===== src/rtl/div_pkg.sv =====
package div_pkg;

    typedef enum logic {
        PH_IDLE = 1'b0,
        PH_LOOP = 1'b1
    } div_phase_e;

    // width able to hold a bit count of 0..w
    function automatic int bits_width(input int w);
        return $clog2(w + 1);
    endfunction

    // width able to hold the worst latency w+1
    function automatic int cycles_width(input int w);
        return $clog2(w + 2);
    endfunction

endpackage


===== src/rtl/div_norm.sv =====
module div_norm #(
    parameter int W  = 32,
    parameter int BW = div_pkg::bits_width(W)
) (
    input  logic [W-1:0]  value_i,
    output logic [W-1:0]  aligned_o,
    output logic [BW-1:0] sig_bits_o
);
    // one-hot marker of the highest set bit
    logic [W-1:0] top_hit;

    genvar gi;
    generate
        for (gi = 0; gi < W; gi++) begin : g_hit
            if (gi == W - 1) begin : g_msb
                assign top_hit[gi] = value_i[gi];
            end else begin : g_low
                assign top_hit[gi] = value_i[gi] & ~(|value_i[W-1:gi+1]);
            end
        end
    endgenerate

    logic [BW-1:0] shamt;

    always_comb begin
        sig_bits_o = '0;
        for (int i = 0; i < W; i++) begin
            if (top_hit[i]) sig_bits_o = BW'(i + 1);
        end
        shamt     = BW'(W) - sig_bits_o;
        aligned_o = value_i << shamt;
    end

endmodule


===== src/rtl/div_step.sv =====
module div_step #(
    parameter int W = 32
) (
    input  logic [W-1:0] part_i,
    input  logic [W-1:0] shreg_i,
    input  logic [W-1:0] divisor_i,
    output logic [W-1:0] part_o,
    output logic [W-1:0] shreg_o
);
    typedef struct packed {
        logic [W-1:0] part;
        logic [W-1:0] shreg;
    } step_t;

    logic [W:0]   window;
    logic [W+1:0] diff;
    logic         fits;
    step_t        nxt;

    always_comb begin
        window    = {part_i, shreg_i[W-1]};
        diff      = {1'b0, window} - {2'b00, divisor_i};
        fits      = ~diff[W+1];
        nxt.part  = fits ? diff[W-1:0] : window[W-1:0];
        nxt.shreg = {shreg_i[W-2:0], fits};
        part_o    = nxt.part;
        shreg_o   = nxt.shreg;
    end

endmodule


===== src/rtl/div_ctrl.sv =====
module div_ctrl
    import div_pkg::*;
#(
    parameter int W  = 32,
    parameter int BW = bits_width(W),
    parameter int CW = cycles_width(W)
) (
    input  logic          clk,
    input  logic          rst,
    input  logic          start_i,
    input  logic [BW-1:0] sig_bits_i,
    input  logic          zero_div_i,
    output logic          accept_o,
    output logic          quick_o,
    output logic          last_o,
    output logic          busy_o,
    output logic [CW-1:0] elapsed_o
);
    div_phase_e    phase;
    logic [BW-1:0] left;
    logic [CW-1:0] elapsed;

    assign busy_o    = (phase == PH_LOOP);
    assign accept_o  = (phase == PH_IDLE) && start_i;
    assign quick_o   = accept_o && (zero_div_i || (sig_bits_i == '0));
    assign last_o    = busy_o && (left == BW'(1));
    assign elapsed_o = elapsed;

    always_ff @(posedge clk) begin
        if (rst) begin
            phase   <= PH_IDLE;
            left    <= '0;
            elapsed <= '0;
        end else begin
            case (phase)
                PH_IDLE: begin
                    if (accept_o && !quick_o) begin
                        phase   <= PH_LOOP;
                        left    <= sig_bits_i;
                        elapsed <= CW'(1);
                    end
                end
                PH_LOOP: begin
                    left    <= left - BW'(1);
                    elapsed <= elapsed + CW'(1);
                    if (left == BW'(1)) phase <= PH_IDLE;
                end
                default: phase <= PH_IDLE;
            endcase
        end
    end

endmodule


===== src/rtl/seq_divider.sv =====
module seq_divider
    import div_pkg::*;
#(
    parameter int W = 32,
    localparam int BW = bits_width(W),
    localparam int CW = cycles_width(W)
) (
    input  logic          clk,
    input  logic          rst,
    input  logic          start_i,
    input  logic [W-1:0]  dividend_i,
    input  logic [W-1:0]  divisor_i,
    output logic [W-1:0]  quot_o,
    output logic [W-1:0]  rem_o,
    output logic          done_o,
    output logic [CW-1:0] cycles_o
);
    logic [W-1:0]  aligned;
    logic [BW-1:0] sig_bits;
    logic          accept, quick, last, busy;
    logic [CW-1:0] elapsed;

    logic [W-1:0]  part_q, shreg_q, dvs_q;
    logic [W-1:0]  part_nx, shreg_nx;

    div_norm #(.W(W), .BW(BW)) u_norm (
        .value_i    (dividend_i),
        .aligned_o  (aligned),
        .sig_bits_o (sig_bits)
    );

    div_ctrl #(.W(W), .BW(BW), .CW(CW)) u_ctrl (
        .clk        (clk),
        .rst        (rst),
        .start_i    (start_i),
        .sig_bits_i (sig_bits),
        .zero_div_i (divisor_i == '0),
        .accept_o   (accept),
        .quick_o    (quick),
        .last_o     (last),
        .busy_o     (busy),
        .elapsed_o  (elapsed)
    );

    div_step #(.W(W)) u_step (
        .part_i    (part_q),
        .shreg_i   (shreg_q),
        .divisor_i (dvs_q),
        .part_o    (part_nx),
        .shreg_o   (shreg_nx)
    );

    // iteration registers
    always_ff @(posedge clk) begin
        if (rst) begin
            part_q  <= '0;
            shreg_q <= '0;
            dvs_q   <= '0;
        end else if (accept) begin
            part_q  <= '0;
            shreg_q <= aligned;
            dvs_q   <= divisor_i;
        end else if (busy) begin
            part_q  <= part_nx;
            shreg_q <= shreg_nx;
        end
    end

    // result registers
    always_ff @(posedge clk) begin
        if (rst) begin
            quot_o   <= '0;
            rem_o    <= '0;
            cycles_o <= '0;
            done_o   <= 1'b0;
        end else if (quick) begin
            quot_o   <= (divisor_i == '0) ? '1 : '0;
            rem_o    <= dividend_i;
            cycles_o <= CW'(1);
            done_o   <= 1'b1;
        end else if (last) begin
            quot_o   <= shreg_nx;
            rem_o    <= part_nx;
            cycles_o <= elapsed + CW'(1);
            done_o   <= 1'b1;
        end else begin
            done_o   <= 1'b0;
        end
    end

endmodule


===== config.mk =====
export PLATFORM = sky130hd
export DESIGN_NAME = seq_divider
export DESIGN_NICKNAME = d
export VERILOG_FILES = /design/src/rtl/div_pkg.sv /design/src/rtl/div_norm.sv /design/src/rtl/div_step.sv /design/src/rtl/div_ctrl.sv /design/src/rtl/seq_divider.sv
export SDC_FILE = /design/constraint.sdc
export NUM_CORES = 1
export LEC_CHECK = 0
export BUFFER_PORTS_ARGS = -buffer_cell sky130_fd_sc_hd__buf_2
export CORE_MARGIN = 3
export CORE_UTILIZATION = 60
export CTS_CLUSTER_SIZE = 8
export DETAILED_ROUTE_END_ITERATION = 8
export HOLD_SLACK_MARGIN = 0.06
export PLACE_DENSITY = 0.82
export SYNTH_ARGS = -nofsm -noshare
export SYNTH_HDL_FRONTEND = slang
export SYNTH_SLANG_ARGS = --single-unit

===== constraint.sdc =====
create_clock -name clk -period 11.1 [get_ports clk]
set_input_delay 1.11 -clock clk [delete_from_list [all_inputs] [get_ports clk]]
set_output_delay 1.11 -clock clk [all_outputs]
set_load 0.005 [all_outputs]

==> results of run 1 <==
[cell usage after synthesis (6+ instances only)]
cell type and instances:
dfxtp_1 180, nor2_1 146, a21oi_1 140, nand2_1 132
clkbuf_1 68, mux2i_1 64, inv_1 59, nor3_1 55
o21ai_0 50, a211oi_1 37, ha_1 36, mux4_2 26
and2_1 25, a22oi_1 23, o21a_1 23, a31oi_1 21
nand3_1 19, buf_2 16, xnor2_1 16, nor4_1 15
and3_1 13, a21o_1 12, nand2b_1 11, xor2_1 11
a221oi_1 10, nor3b_1 9, o211ai_1 9, o31ai_1 9
a211o_1 8, buf_1 8, mux2_2 7, nor2b_1 7
o31a_1 7, or3_1 7, o21ai_1 6
[state kept, by name, summed over array words and instances (netlist names)]
register	cells
shreg_q	32
dvs_q	32
part_q	32
cycles_o	6
done_o	1
u_ctrl.elapsed_o	6
rem_o	32
u_ctrl.busy_o	1
quot_o	32
u_ctrl.left	6
[area by class of cell]
| cell class | count | area, um2 | area share [%] |
|---|---|---|---|
| clock buffer | 17 | 425 | 3.38 |
| clock inverter | 15 | 193 | 1.53 |
| inverter | 61 | 229 | 1.82 |
| multi-input combinational | 1041 | 7060 | 56.1 |
| sequential | 180 | 3600 | 28.6 |
| tap | 229 | 287 | 2.27 |
| timing repair buffer | 152 | 801 | 6.35 |
[through the flow]
stage	setup slack, ns	instances	power, W
global route	4.64	1695	0.00212
floorplan	6.86	1385	0.00123
detailed placement	4.64	1663	0.00140
global placement	4.76	1663	0.00139
CTS	5.08	1695	0.00202
finish	5.18	1695	0.00203
[worst max-delay path by stage]
stage	start	to	cells after the start
floorplan	dividend_i[3]	shreg_q[15]	16
global placement	dividend_i[22]	quot_o[3]	15
detailed placement	dividend_i[26]	quot_o[23]	14
CTS	dividend_i[26]	quot_o[23]	14
global route	dividend_i[26]	quot_o[28]	14
finish	dividend_i[22]	quot_o[23]	15
[cells by family after synthesis]
| kind of cell | synth area share, % |
|---|---|
| and+or+nand+nor | 19.1 |
| adders and majority gates | 4.15 |
| AOI/OAI and AO/OA | 24.3 |
| xor gates and xnor gates | 2.71 |
| muxes | 11.7 |
| buffers and inverters | 6.22 |
| DFF | 31.8 |
[critical path, stage by stage]
cell      delay [ns]
buf_2           0.17
nor4_1          0.55
and2_1          0.28
nand3_1         0.17
a21oi_1         0.20
o31a_2          0.16
buf_4           0.48
inv_2           0.13
ha_1            0.29
a31oi_1         0.37
nand2b_1        0.18
nand2_1         0.67
nand2_1         1.15
a21oi_1         0.12
nor3_1          0.22
[report_power, final]
group          internal [W]  switching [W]
clock              0.000311       0.000320
sequential         0.000683      0.0000340
combinational      0.000274       0.000412
[metal layers]
layer,share of wire [%],track usage [%],up-vias
met5,0,0,-
met4,3.9,12.7,0
met3,7.1,4.63,89
met2,47,53.4,515
met1,42,42.7,5135
li1,-,-,5200
==> impl_metrics.yaml, run 1 <==
yosys:
  netlist_instances: 1385
  ys_warn_count: 0
  netlist_area_mm2: 0.0113
  syn_nets: 1489
  async_reset_ff_share_pct: 0
  synth_area_leaders: "dfxtp_1, a21oi_1, mux2i_1, mux4_2, nor2_1"
  post-synth-top-area-fraction_pct: 31.8
  synth_cell_type_count: 86
  ys.flop_type: "dfxtp_1"
  syn_area_per_cell_um2: 8.19
  yosys.area.top_type: "dfxtp_1"
  synth-edff-count: 0
  ys_ff_latch: 180
  ys_seq_area_share_pct: 31.8
die:
  core_area_mm2: 0.0183
  die_y_um: 143
  die_area_mm2: 0.0206
  io_pins: 138
  floorplan.rows: 49
  initial_core_util_pct: 62.1
  die_w_um: 143
sta:
  worstMarginPinSlew_ns: 1.21
  rsz0062_at_grt: "no"
  maxSlewViolCount: 0
  setup_viol_count_final: 0
  period_share_pct: 53.3
  hold_ws_ns: 0.457
  hold_viol: 0
  slew_headroom_pct: 19.2
  max_freq_mhz: 169
  min_period_ns: 5.92
  clock_skew_ns: 0.0108
  fin_tns_setup_ns: 0
clock_network:
  cts_sinks: 180
  cts_tree: "built"
  root_buffer: "clkbuf_16"
  htree_num_levels: 4
  cts_made_buffers: 17
  cts_buffer_depth: 2
  clk_pin_slew_ns: 0.08
  hold_buffers: 0
  insertion_delay_ns: 0.44
  cts_setup_buffers: 0
  ctsResizeCount: 0
global_routing:
  grt_max_degree: 64
  grt_pass1_vias: 10100
  grt.overflow.total: 0
  antenna_found_initial: 0
  grt_use_total_pct: 32.3
  grt_pass1_wl_um: 53400
placed_design:
  dpl_cell_area_mm2: 0.0120
  place_congestion: 1.02
  io_buffers: 137
  dp_hpwl_um: 24100
route:
  drc_errors: 0
  via_per_inst: 6.45
  wl_per_cell_um: 19.7
  ant_nets: 0
  via_count: 10900
  first_pass_iters: 5
  routed_wirelength_um: 33400
  drt_iter0_markers: 1025
run_status:
  status: "complete, no violations"
min_path:
  worstHoldPathType: "reg -> reg"
  min_from: "dvs_q[12]"
  whs_path_depth: 2
  min_to: "dvs_q[12]"
finish:
  mostFrequentLayoutCells: "dfxtp_1, nor2_1, a21oi_1"
  fill_cells: 1521
  areaGrowthSynthToFinish_pct: 11.1
  final_util_pct: 69.0
  drive_gt1_share_pct: 17.1
  diodes: 0
  nets: 1557
  final_common_cell: "dfxtp_1"
  postLayoutCellArea_mm2: 0.0126
pwr:
  peakVddDrop_mv: 0.121
  p_per_area_mw_per_mm2: 161
  power_leakage_nw: 5.12
critical_path:
  r2r_cells: 13
  worst_setup_path_end_kind: "register"
  timing.rr.end: "rem_o[16]"
  start_kind: "primary input"
  required_ns: 11.47
  crit_fanout: 34
  reg2reg_from: "dvs_q[1]"
  crit_type: "in -> reg"
  cp.arrival_ns: 6.28
  r2r_setup_slack_ns: 6.64
run:
  cap_violations: 0
(Power assumes the default switching activity.)
==> run 2, diff against run 1 <==
Settings changed: CORE_UTILIZATION 60 to 59, PLACE_DENSITY 0.82 to 0.81.
Clock period 11.1 ns to 5.9 ns, I/O delays scaled along.
==> impl_metrics.yaml, run 2 (synthesized netlist as in run 1, its figures left out) <==
clock_network:
  htree_num_levels: 4
  ctsResizeCount: 0
  clk_pin_slew_ns: 0.08
  hold_buffers: 0
  cts_tree: "built"
  insertion_delay_ns: 0.45
  cts_sinks: 180
  cts_setup_buffers: 0
  cts_buffer_depth: 2
  cts_made_buffers: 17
  root_buffer: "clkbuf_16"
finish:
  final_util_pct: 67.1
  final_common_cell: "dfxtp_1"
  nets: 1558
  drive_gt1_share_pct: 17.1
  mostFrequentLayoutCells: "dfxtp_1, nor2_1, a21oi_1"
  areaGrowthSynthToFinish_pct: 11.0
  postLayoutCellArea_mm2: 0.0126
  fill_cells: 1604
sta:
  slew_headroom_pct: 24.5
  setup_viol_count_final: 0
  worstMarginPinSlew_ns: 1.13
  min_period_ns: 4.31
  maxSlewViolCount: 0
  period_share_pct: 73.1
  clock_skew_ns: 0.0136
  fin_tns_setup_ns: 0
  layout_setup_ws_ns: 1.59
  hold_viol: 0
  max_freq_mhz: 232
  rsz0062_at_grt: "no"
die:
  floorplan.rows: 50
  core_area_mm2: 0.0188
  die_y_um: 145
  initial_core_util_pct: 60.4
  die_w_um: 145
  die_area_mm2: 0.0209
  io_pins: 138
critical_path:
  cp.buffers_inverters: 2
  worst_setup_path_end_kind: "register"
  cp_slowest_stage_delay_ns: 0.57
  start_kind: "register"
  crit_type: "reg -> reg"
  cp_num_cells: 13
  r2r_setup_slack_ns: 1.59
  reg2reg_from: "dvs_q[1]"
  crit_fanout: 27
  required_ns: 6.19
  timing.rr.end: "rem_o[25]"
  cpMaxStageDelayCell: "o31ai_4"
  cp.arrival_ns: 4.60
  crit_family: "compound AO/OA/AOI/OAI gates"
  r2r_cells: 13
  startpoint: "dvs_q[1]"
  path_cells: "inv_1, ha_1, nor2b_1, o31ai_1, a2111oi_1, o21ai_0, nand2_1, a311oi_2, o31ai_4, buf_4, mux2i_1, a211o_1, a21oi_1"
  endpoint: "rem_o[25]"
route:
  wl_per_cell_um: 19.3
  via_count: 10800
  drt_iter0_markers: 1011
  via_per_inst: 6.36
  first_pass_iters: 8
  ant_nets: 0
  drc_errors: 0
  routed_wirelength_um: 32900
min_path:
  worstHoldPathType: "in -> reg"
global_routing:
  grt.overflow.total: 0
  grt_pass1_wl_um: 52500
  antenna_found_initial: 1
  grt_use_total_pct: 31.6
  grt_max_degree: 96
  grt_pass1_vias: 10000
pwr:
  p_per_area_mw_per_mm2: 300
  power_leakage_nw: 5.12
  peakVddDrop_mv: 0.214
placed_design:
  dp_hpwl_um: 24000
  pre_cts_ws_ns: 1.43
  dpl_cell_area_mm2: 0.0120
  place_congestion: 0.979
  io_buffers: 137
run:
  cap_violations: 0
run_status:
  status: "complete, no violations"
## run 2: changes by cell type in the layout (fill, tap and decap cells not counted), sizes merged
cell / delta
clkinvlp: -1
clkbuf: +1
buf: +1
diode: +2
## run 2: final cells by class
class                   count  area, um2  share of cell area [%]
well taps                 234        293                    2.32
clock buffers              18        439                    3.49
repair buffers            153        808                    6.42
inverters                  61        229                    1.82
multi-input cells        1041       7060                    56.1
diodes                      2       5.00                  0.0397
clock inverters            14        153                    1.21
flip-flops and latches    180       3600                    28.6
## run 2: how the worst min path moves through the flow
| stage | from | cells past startpoint | endpoint |
|---|---|---|---|
| final | divisor_i[25] | 3 | dvs_q[25] |
| after global routing | divisor_i[25] | 3 | dvs_q[25] |
| after CTS | divisor_i[25] | 3 | dvs_q[25] |
| after detailed placement | dvs_q[27] | 2 | dvs_q[27] |
| after floorplan | dvs_q[10] | 2 | dvs_q[10] |
| after global placement | dvs_q[14] | 2 | dvs_q[14] |
## run 2: tightest hold or removal path, delay by kind of cell
| family | cells | cell delay (ns) |
|---|---|---|
| and+or+nand+nor | 1 | 0.05 |
| buffers and inverters | 1 | 0.10 |
| AOI/OAI and AO/OA | 1 | 0.05 |
## run 2: report_power, final
group	internal (W)	leakage [nW]	switching, W
clock	0.000581	0.291	0.000575
combinational	0.000517	3.37	0.000769
sequential	0.00129	1.47	0.0000556
total	0.00238	5.12	0.00140
## run 2: metal layers
layer	vias to the layer above	GRT usage (%)	part of all wire (%)	routed length, um
li1	5207	-	-	-
met1	5084	40.1	41	13400
met2	444	52.8	48	15800
met3	101	5.98	6.9	2270
met4	0	13.4	4.4	1440
met5	-	0	0	0
## run 2: metrics by stage
step,instances,hold WS (ns),total power (W)
detailed placement,1669,0.448,0.00263
global route,1702,0.393,0.00397
CTS,1701,0.373,0.00377
finish,1703,0.382,0.00378
floorplan,1385,0.436,0.00232
global placement,1669,0.444,0.00261
